--- src/rtl/idec_pkg.sv ---
package idec_pkg;

  typedef enum logic [4:0] {
    OP_INVALID = 5'd0,
    OP_ADD, OP_OR, OP_ADC, OP_SBB, OP_AND, OP_SUB, OP_XOR, OP_CMP,
    OP_INC, OP_DEC, OP_PUSH, OP_POP,
    OP_JCC, OP_MOV, OP_TEST, OP_XCHG, OP_LEA, OP_NOP,
    OP_DAA, OP_DAS, OP_AAA, OP_AAS,
    OP_CBW, OP_CWD, OP_CALLF, OP_WAIT,
    OP_PUSHF, OP_POPF, OP_SAHF, OP_LAHF
  } op_e;

  typedef enum logic [4:0] {
    SEL_NONE = 5'd0,
    SEL_AL, SEL_CL, SEL_DL, SEL_BL, SEL_AH, SEL_CH, SEL_DH, SEL_BH,
    SEL_AX, SEL_CX, SEL_DX, SEL_BX, SEL_SP, SEL_BP, SEL_SI, SEL_DI,
    SEL_ES, SEL_CS, SEL_SS, SEL_DS,
    SEL_IMM,
    SEL_M_BXSI, SEL_M_BXDI, SEL_M_BPSI, SEL_M_BPDI,
    SEL_M_SI, SEL_M_DI, SEL_M_BP, SEL_M_BX,
    SEL_DIRECT
  } sel_e;

  typedef enum logic [2:0] {SEG_NONE, SEG_ES, SEG_CS, SEG_SS, SEG_DS} seg_e;
  typedef enum logic [1:0] {REP_NONE, REP_NE, REP_E} rep_e;
  typedef enum logic [1:0] {PH_OPC, PH_MODRM, PH_OPND, PH_POST} phase_e;
  typedef enum logic [2:0] {K_INVALID, K_PREFIX, K_DONE, K_MODRM, K_OPND} kind_e;
  typedef enum logic [1:0] {F_RM_DST, F_REG_DST, F_SEG_DST} mfmt_e;

  // General register selector: byte regs 1..8, word regs 9..16
  function automatic sel_e gpr_sel(input logic word, input logic [2:0] idx);
    return sel_e'(5'd1 + {1'b0, word, idx});
  endfunction

  // Memory operand selector from rm field: 22..29
  function automatic sel_e mem_sel(input logic [2:0] rm);
    return sel_e'(5'd22 + {2'b00, rm});
  endfunction

  // Segment register selector: 17..20
  function automatic sel_e seg_sel(input logic [1:0] idx);
    return sel_e'(5'd17 + {3'b000, idx});
  endfunction

endpackage

--- src/rtl/idec_opmap.sv ---
module idec_opmap
  import idec_pkg::*;
(
  input  logic [7:0] opc,
  output kind_e      kind,
  output op_e        op,
  output logic       word,
  output sel_e       src,
  output sel_e       dst,
  output mfmt_e      fmt,
  output logic [2:0] imm_n,
  output logic [3:0] cond,
  output seg_e       pseg,
  output logic       plock,
  output rep_e       prep
);

  op_e alu_op;
  assign alu_op = op_e'(5'd1 + {2'b00, opc[5:3]});

  always_comb begin
    kind  = K_INVALID;
    op    = OP_INVALID;
    word  = 1'b0;
    src   = SEL_NONE;
    dst   = SEL_NONE;
    fmt   = F_RM_DST;
    imm_n = 3'd0;
    cond  = 4'd0;
    pseg  = SEG_NONE;
    plock = 1'b0;
    prep  = REP_NONE;
    casez (opc)
      8'b00???0??: begin
        kind = K_MODRM;
        op   = alu_op;
        word = opc[0];
        fmt  = opc[1] ? F_REG_DST : F_RM_DST;
      end
      8'b00???10?: begin
        kind  = K_OPND;
        op    = alu_op;
        word  = opc[0];
        src   = SEL_IMM;
        dst   = opc[0] ? SEL_AX : SEL_AL;
        imm_n = opc[0] ? 3'd2 : 3'd1;
      end
      8'b00???11?: begin
        if (!opc[5]) begin
          if (!(opc[4:3] == 2'd1 && opc[0])) begin
            kind = K_DONE;
            word = 1'b1;
            if (!opc[0]) begin
              op  = OP_PUSH;
              src = seg_sel(opc[4:3]);
            end else begin
              op  = OP_POP;
              dst = seg_sel(opc[4:3]);
            end
          end
        end else if (!opc[0]) begin
          kind = K_PREFIX;
          pseg = seg_e'(3'd1 + {1'b0, opc[4:3]});
        end else begin
          kind = K_DONE;
          op   = op_e'(5'd19 + {3'b000, opc[4:3]});
        end
      end
      8'b010?????: begin
        kind = K_DONE;
        word = 1'b1;
        op   = op_e'(5'd9 + {3'b000, opc[4:3]});
        case (opc[4:3])
          2'd2:    src = gpr_sel(1'b1, opc[2:0]);
          2'd3:    dst = gpr_sel(1'b1, opc[2:0]);
          default: begin
            src = gpr_sel(1'b1, opc[2:0]);
            dst = gpr_sel(1'b1, opc[2:0]);
          end
        endcase
      end
      8'b0111????: begin
        kind  = K_OPND;
        op    = OP_JCC;
        src   = SEL_IMM;
        imm_n = 3'd1;
        cond  = opc[3:0];
      end
      8'b100001??: begin
        kind = K_MODRM;
        op   = opc[1] ? OP_XCHG : OP_TEST;
        word = opc[0];
        fmt  = opc[1] ? F_REG_DST : F_RM_DST;
      end
      8'b100010??: begin
        kind = K_MODRM;
        op   = OP_MOV;
        word = opc[0];
        fmt  = opc[1] ? F_REG_DST : F_RM_DST;
      end
      8'h8D: begin
        kind = K_MODRM;
        op   = OP_LEA;
        word = 1'b1;
        fmt  = F_REG_DST;
      end
      8'h8E: begin
        kind = K_MODRM;
        op   = OP_MOV;
        word = 1'b1;
        fmt  = F_SEG_DST;
      end
      8'h90: begin
        kind = K_DONE;
        op   = OP_NOP;
      end
      8'b10010???: begin
        kind = K_DONE;
        op   = OP_XCHG;
        word = 1'b1;
        dst  = SEL_AX;
        src  = gpr_sel(1'b1, opc[2:0]);
      end
      8'h98: begin kind = K_DONE; op = OP_CBW;  end
      8'h99: begin kind = K_DONE; op = OP_CWD;  end
      8'h9A: begin
        kind  = K_OPND;
        op    = OP_CALLF;
        word  = 1'b1;
        src   = SEL_IMM;
        imm_n = 3'd4;
      end
      8'h9B: begin kind = K_DONE; op = OP_WAIT;  end
      8'h9C: begin kind = K_DONE; op = OP_PUSHF; end
      8'h9D: begin kind = K_DONE; op = OP_POPF;  end
      8'h9E: begin kind = K_DONE; op = OP_SAHF;  end
      8'h9F: begin kind = K_DONE; op = OP_LAHF;  end
      8'hA0: begin
        kind  = K_OPND;
        op    = OP_MOV;
        src   = SEL_DIRECT;
        dst   = SEL_AL;
        imm_n = 3'd2;
      end
      8'b1011????: begin
        kind  = K_OPND;
        op    = OP_MOV;
        word  = opc[3];
        src   = SEL_IMM;
        dst   = gpr_sel(opc[3], opc[2:0]);
        imm_n = opc[3] ? 3'd2 : 3'd1;
      end
      8'hF0: begin kind = K_PREFIX; plock = 1'b1; end
      8'hF2: begin kind = K_PREFIX; prep = REP_NE; end
      8'hF3: begin kind = K_PREFIX; prep = REP_E;  end
      default: kind = K_INVALID;
    endcase
  end

endmodule

--- src/rtl/idec_modrm.sv ---
module idec_modrm
  import idec_pkg::*;
(
  input  logic [7:0] modrm,
  input  logic       word,
  input  mfmt_e      fmt,
  output sel_e       src,
  output sel_e       dst,
  output logic [1:0] disp_n
);

  logic [1:0] md;
  logic [2:0] rg;
  logic [2:0] rm;
  sel_e       rm_opnd;
  sel_e       rg_opnd;

  assign md = modrm[7:6];
  assign rg = modrm[5:3];
  assign rm = modrm[2:0];

  always_comb begin
    if (md == 2'd3)
      rm_opnd = gpr_sel(word, rm);
    else if (md == 2'd0 && rm == 3'd6)
      rm_opnd = SEL_DIRECT;
    else
      rm_opnd = mem_sel(rm);

    case (md)
      2'd0:    disp_n = (rm == 3'd6) ? 2'd2 : 2'd0;
      2'd1:    disp_n = 2'd1;
      2'd2:    disp_n = 2'd2;
      default: disp_n = 2'd0;
    endcase

    rg_opnd = (fmt == F_SEG_DST) ? seg_sel(rg[1:0]) : gpr_sel(word, rg);

    if (fmt == F_RM_DST) begin
      dst = rm_opnd;
      src = rg_opnd;
    end else begin
      dst = rg_opnd;
      src = rm_opnd;
    end
  end

endmodule

--- src/rtl/idec_top.sv ---
module idec_top
  import idec_pkg::*;
#(
  parameter int LEN_W = 4
) (
  input  logic             clk,
  input  logic             rst_n,
  input  logic             in_valid,
  input  logic [7:0]       in_byte,
  output logic             in_ready,
  output logic             out_valid,
  input  logic             out_ready,
  output logic [4:0]       out_op,
  output logic             out_word,
  output logic [4:0]       out_src,
  output logic [4:0]       out_dst,
  output logic [2:0]       out_seg,
  output logic             out_lock,
  output logic [1:0]       out_rep,
  output logic [3:0]       out_cond,
  output logic [LEN_W-1:0] out_len
);

  localparam logic [LEN_W-1:0] LEN_MAX = '1;

  phase_e           phase_q;
  op_e              op_q;
  logic             word_q;
  sel_e             src_q, dst_q;
  seg_e             seg_q;
  logic             lock_q;
  rep_e             rep_q;
  logic [3:0]       cond_q;
  logic [LEN_W-1:0] len_q;
  logic [2:0]       left_q;
  mfmt_e            fmt_q;

  kind_e      m_kind;
  op_e        m_op;
  logic       m_word;
  sel_e       m_src, m_dst;
  mfmt_e      m_fmt;
  logic [2:0] m_imm;
  logic [3:0] m_cond;
  seg_e       m_pseg;
  logic       m_plock;
  rep_e       m_prep;

  sel_e       r_src, r_dst;
  logic [1:0] r_disp;

  logic             take;
  logic [LEN_W-1:0] len_nxt;

  idec_opmap u_opmap (
    .opc   (in_byte),
    .kind  (m_kind),
    .op    (m_op),
    .word  (m_word),
    .src   (m_src),
    .dst   (m_dst),
    .fmt   (m_fmt),
    .imm_n (m_imm),
    .cond  (m_cond),
    .pseg  (m_pseg),
    .plock (m_plock),
    .prep  (m_prep)
  );

  idec_modrm u_modrm (
    .modrm  (in_byte),
    .word   (word_q),
    .fmt    (fmt_q),
    .src    (r_src),
    .dst    (r_dst),
    .disp_n (r_disp)
  );

  assign in_ready  = (phase_q != PH_POST);
  assign out_valid = (phase_q == PH_POST);
  assign take      = in_valid && in_ready;
  assign len_nxt   = (len_q == LEN_MAX) ? len_q : len_q + 1'b1;

  assign out_op   = op_q;
  assign out_word = word_q;
  assign out_src  = src_q;
  assign out_dst  = dst_q;
  assign out_seg  = seg_q;
  assign out_lock = lock_q;
  assign out_rep  = rep_q;
  assign out_cond = cond_q;
  assign out_len  = len_q;

  always_ff @(posedge clk) begin
    if (!rst_n || (phase_q == PH_POST && out_ready)) begin
      phase_q <= PH_OPC;
      op_q    <= OP_INVALID;
      word_q  <= 1'b0;
      src_q   <= SEL_NONE;
      dst_q   <= SEL_NONE;
      seg_q   <= SEG_NONE;
      lock_q  <= 1'b0;
      rep_q   <= REP_NONE;
      cond_q  <= 4'd0;
      len_q   <= '0;
      left_q  <= 3'd0;
      fmt_q   <= F_RM_DST;
    end else if (take) begin
      len_q <= len_nxt;
      case (phase_q)
        PH_OPC: begin
          case (m_kind)
            K_PREFIX: begin
              if (m_pseg != SEG_NONE) seg_q  <= m_pseg;
              if (m_plock)            lock_q <= 1'b1;
              if (m_prep != REP_NONE) rep_q  <= m_prep;
            end
            K_INVALID: begin
              op_q    <= OP_INVALID;
              seg_q   <= SEG_NONE;
              lock_q  <= 1'b0;
              rep_q   <= REP_NONE;
              phase_q <= PH_POST;
            end
            K_MODRM: begin
              op_q    <= m_op;
              word_q  <= m_word;
              fmt_q   <= m_fmt;
              phase_q <= PH_MODRM;
            end
            default: begin
              op_q    <= m_op;
              word_q  <= m_word;
              src_q   <= m_src;
              dst_q   <= m_dst;
              cond_q  <= m_cond;
              left_q  <= m_imm;
              phase_q <= (m_kind == K_OPND) ? PH_OPND : PH_POST;
            end
          endcase
        end
        PH_MODRM: begin
          src_q   <= r_src;
          dst_q   <= r_dst;
          left_q  <= {1'b0, r_disp};
          phase_q <= (r_disp == 2'd0) ? PH_POST : PH_OPND;
        end
        PH_OPND: begin
          left_q <= left_q - 3'd1;
          if (left_q == 3'd1) phase_q <= PH_POST;
        end
        default: ;
      endcase
    end
  end

endmodule

--- config.mk ---
export PLATFORM = sky130hd
export DESIGN_NAME = idec_top
export DESIGN_NICKNAME = d
export VERILOG_FILES = /design/src/rtl/idec_pkg.sv /design/src/rtl/idec_opmap.sv /design/src/rtl/idec_modrm.sv /design/src/rtl/idec_top.sv
export SDC_FILE = /design/constraint.sdc
export NUM_CORES = 1
export LEC_CHECK = 0
export ABC_AREA = 1
export ABC_CLOCK_PERIOD_IN_PS = 6300
export CORE_ASPECT_RATIO = 0.9
export CORE_MARGIN = 5
export CORE_UTILIZATION = 43
export DETAILED_ROUTE_END_ITERATION = 12
export PLACE_DENSITY = 0.65
export RECOVER_POWER = 25
export SYNTH_ARGS = -nofsm -noshare
export SYNTH_HDL_FRONTEND = slang
export SYNTH_SLANG_ARGS = --single-unit
--- constraint.sdc ---
create_clock -name clk -period 6.3 [get_ports clk]
set_clock_uncertainty 0.1 [all_clocks]
set_input_delay 1.26 -clock clk [delete_from_list [all_inputs] [get_ports clk]]
set_output_delay 1.26 -clock clk [all_outputs]
set_load 0.02 [all_outputs]
==> flow_metrics.env <==
export IMPL_fin_crit_sh_pct=74.5
export IMPL_cts_root_buffer_cell="clkbuf_8"
export IMPL_fmax_mhz=213
export IMPL_port_buffers=43
export IMPL_slew_headroom_pct=32.8
export IMPL_ff_latch_area_um2=741
export IMPL_syn2layout_area_growth_pct=18.7
export IMPL_worst_pin_slew_ps=1010
export IMPL_finalCriticalPeriod_ps=4690
export IMPL_cts_buffers=5
export IMPL_io_pins=44
export IMPL_cts_htree_levels=2
export IMPL_p_total_mw=1.22
export IMPL_drt_wl_total_um=10800
export IMPL_dr_pass1_iters=6
export IMPL_reg2reg_from="phase_q[1]"
export IMPL_seq_area_frac_synth_pct=22.9
export IMPL_holdPathStages=2
export IMPL_grt_pass1_vias=3514
export IMPL_worstHoldStart="out_op[1]"
export IMPL_p_leak_nw=1.90
export IMPL_hold_buffers=0
export IMPL_finalHoldViolations=0
export IMPL_setup_viol=0
export IMPL_cts_setup_buffers=0
export IMPL_cts_sinks=37
export IMPL_antenna_found_initial=0
export IMPL_antennaDiodeCount=0
export IMPL_synth_cell_types=40
export IMPL_synth_fp_nets=590
export IMPL_syn_instance_count=559
export IMPL_cp_start_kind="primary input"
export IMPL_critical_path_class="primary input to register"
export IMPL_ys_seq_elements=37
export IMPL_dp_hpwl_um=8320
export IMPL_cp_end_kind="register"
export IMPL_dr_max_layer_used="met4"
export IMPL_start_util_pct=43.6
export IMPL_place_congestion=0.997
export IMPL_cts_tree="built"
export IMPL_multiInputGateArea_um2=2170
export IMPL_dr_wl_met3_um=770
export IMPL_drive_gt1_share_pct=4.19
export IMPL_syn_area_um2=3240
export IMPL_num_fill_cells=780
export IMPL_cts_clk_slew_worst_paths_ps=80
export IMPL_tns_ps=0
export IMPL_rsz0062_at_grt="false"
export IMPL_irDropWorstVdd_uv=180
export IMPL_power_density_nw_per_um2=318
export IMPL_yosysWarningCount=0
export IMPL_final_antenna_net_count=0
export IMPL_vias=3855
export IMPL_cap_violations=0
export IMPL_grt_use_total_pct=23.0
export IMPL_drv_slew=0
export IMPL_globalRouteOverflowTotal=0
export IMPL_drt_initial_drc_count=293
export IMPL_nets=626
export IMPL_die_y_um=92.3
export IMPL_syn_avg_cell_area_um2=5.79
export IMPL_avgViaCountPerCell=5.57
export IMPL_drc_errors=0
export IMPL_die_area_um2=9370
export IMPL_wl_met2_um=4680
export IMPL_critPathRequiredTime_ps=6440
export IMPL_arrival_ps=4830
export IMPL_die_x_um=101
export IMPL_grt_pass1_wl_um=17200
export IMPL_grt_max_degree=32
export IMPL_r2r_end="out_dst[3]"
export IMPL_reg2regPathDepth=8
export IMPL_wire_per_inst_um=15.6
export IMPL_outcome="finished clean"
export IMPL_rows=30
export IMPL_met1_length_um=4900
export IMPL_post_cts_resized=0
export IMPL_core_um2=7430
export IMPL_insertion_delay_ps=300
export IMPL_r2r_setup_slack_ps=3720
export IMPL_hold_class="register to register"
export IMPL_cp_max_fo=19
export IMPL_clk_path_buf_depth=2
export IMPL_min_to="out_op[1]"
-- flip-flops by register name, summed over array words and instances, names as in the netlist --
| name | cells |
|---|---|
| fmt_q | 2 |
| left_q | 3 |
| out_cond | 4 |
| out_dst | 5 |
| out_len | 4 |
| out_lock | 1 |
| out_op | 5 |
| out_rep | 2 |
| out_seg | 3 |
| out_src | 5 |
| out_word | 1 |
| phase_q | 2 |
-- Yosys cell counts, drive strengths merged --
cell,count,area [µm²]
inv,67,251
o221a,1,11.3
o221ai,1,8.76
buf,7,42.5
dfxtp,37,741
ha,19,238
a31oi,6,37.5
nand3b,3,22.5
a22oi,1,7.51
o211ai,3,22.5
clkinv,1,3.75
clkbuf,8,30.0
a21boi,1,7.51
a21oi,46,234
nor3,10,55.1
nand4,4,25.0
nor3b,1,7.51
nor4b,1,8.76
nand2,143,554
nor2,101,387
xor2,1,8.76
o22ai,7,43.8
a211oi,5,37.5
o31ai,1,7.51
o21ai,39,195
mux2i,2,20.0
o21a,1,7.51
and3,1,6.26
nand3,41,215
-- worst max path at each step --
stage / from / endpoint / cells after the start
CTS: in_byte[0] / out_dst[2] / 16
finish: in_byte[0] / out_dst[3] / 16
floorplan: in_byte[0] / left_q[1] / 16
global route: in_byte[0] / out_dst[3] / 16
detailed placement: in_byte[0] / out_dst[2] / 16
global placement: in_byte[0] / out_src[4] / 16
-- through the flow --
stage          setup slack (ps)  cell area, µm²  util (%)  hold slack [ps]  std cells
3_3_place_gp               1500            3720      50.1              363        684
5_1_grt                    1170            3840      51.7              397        692
6_report                   1610            3840      51.7              380        692
4_1_cts                    1700            3840      51.7              377        692
3_5_place_dp               1410            3720      50.1              361        684
2_1_floorplan              3110            3240         -              352        559
-- worst max-delay path, stage by stage --
cell             delay, ps
clkdlybuf4s50_1        800
inv_1                  280
ha_1                   360
inv_1                   80
nor2_1                  60
o21ai_1                200
nand3_1                 90
nor2_1                 600
nand2_1                220
nand3_2                160
nand2_1                110
nand2_4                190
nand2_2                140
nand2_1                120
nand2_1                 50
nor2_1                 100
-- layout make-up --
cell class	count	area share (%)
Clock buffer	6	2.15
Multi-Input combinational cell	439	56.4
Sequential cell	37	19.3
Tap cell	96	3.13
Clock inverter	2	0.977
Timing Repair Buffer	44	11.4
Inverter	68	6.64
-- kinds of logic after synthesis --
family | Yosys count | synth area share [%]
AOI/OAI and AO/OA | 112 | 19.2
xor gates and xnor gates | 1 | 0.271
adders and majority gates | 19 | 7.34
buffers and inverters | 83 | 10.1
and+or+nand+nor | 305 | 39.6
muxes | 2 | 0.619
DFF | 37 | 22.9
-- layer usage --
layer / vias up / GRT usage [%]
met5: - / 0
met4: 0 / 10.7
met3: 36 / 3.84
met2: 174 / 34.3
met1: 1755 / 32.1
li1: 1890 / -
-- cells in the final DEF (no fill, tap or decap), types with 2 or more instances in the layout --
cell type and count:
nand3_1 39, nor2_1 98, o21ai_0 38, a21oi_1 45, nor2_2 3, o211ai_1 3, inv_2 3, nor3_1 9
clkdlybuf4s50_1 26, nand3b_1 3, o22ai_1 7, nand3_2 2, dfxtp_1 37, nand2_1 138, a211oi_1 5, nand4_1 4
clkbuf_8 6, a31oi_1 6, dlygate4sd3_1 17, ha_1 19, inv_1 64, nand2_2 4, mux2i_1 2
-- power breakdown --
part,internal (mW),total [mW],switching (mW)
logic,0.245,0.656,0.411
clock network,0.129,0.223,0.0939
registers,0.302,0.344,0.0419
total,0.676,1.22,0.547
Note: power is estimated with default switching activity, not from simulation.
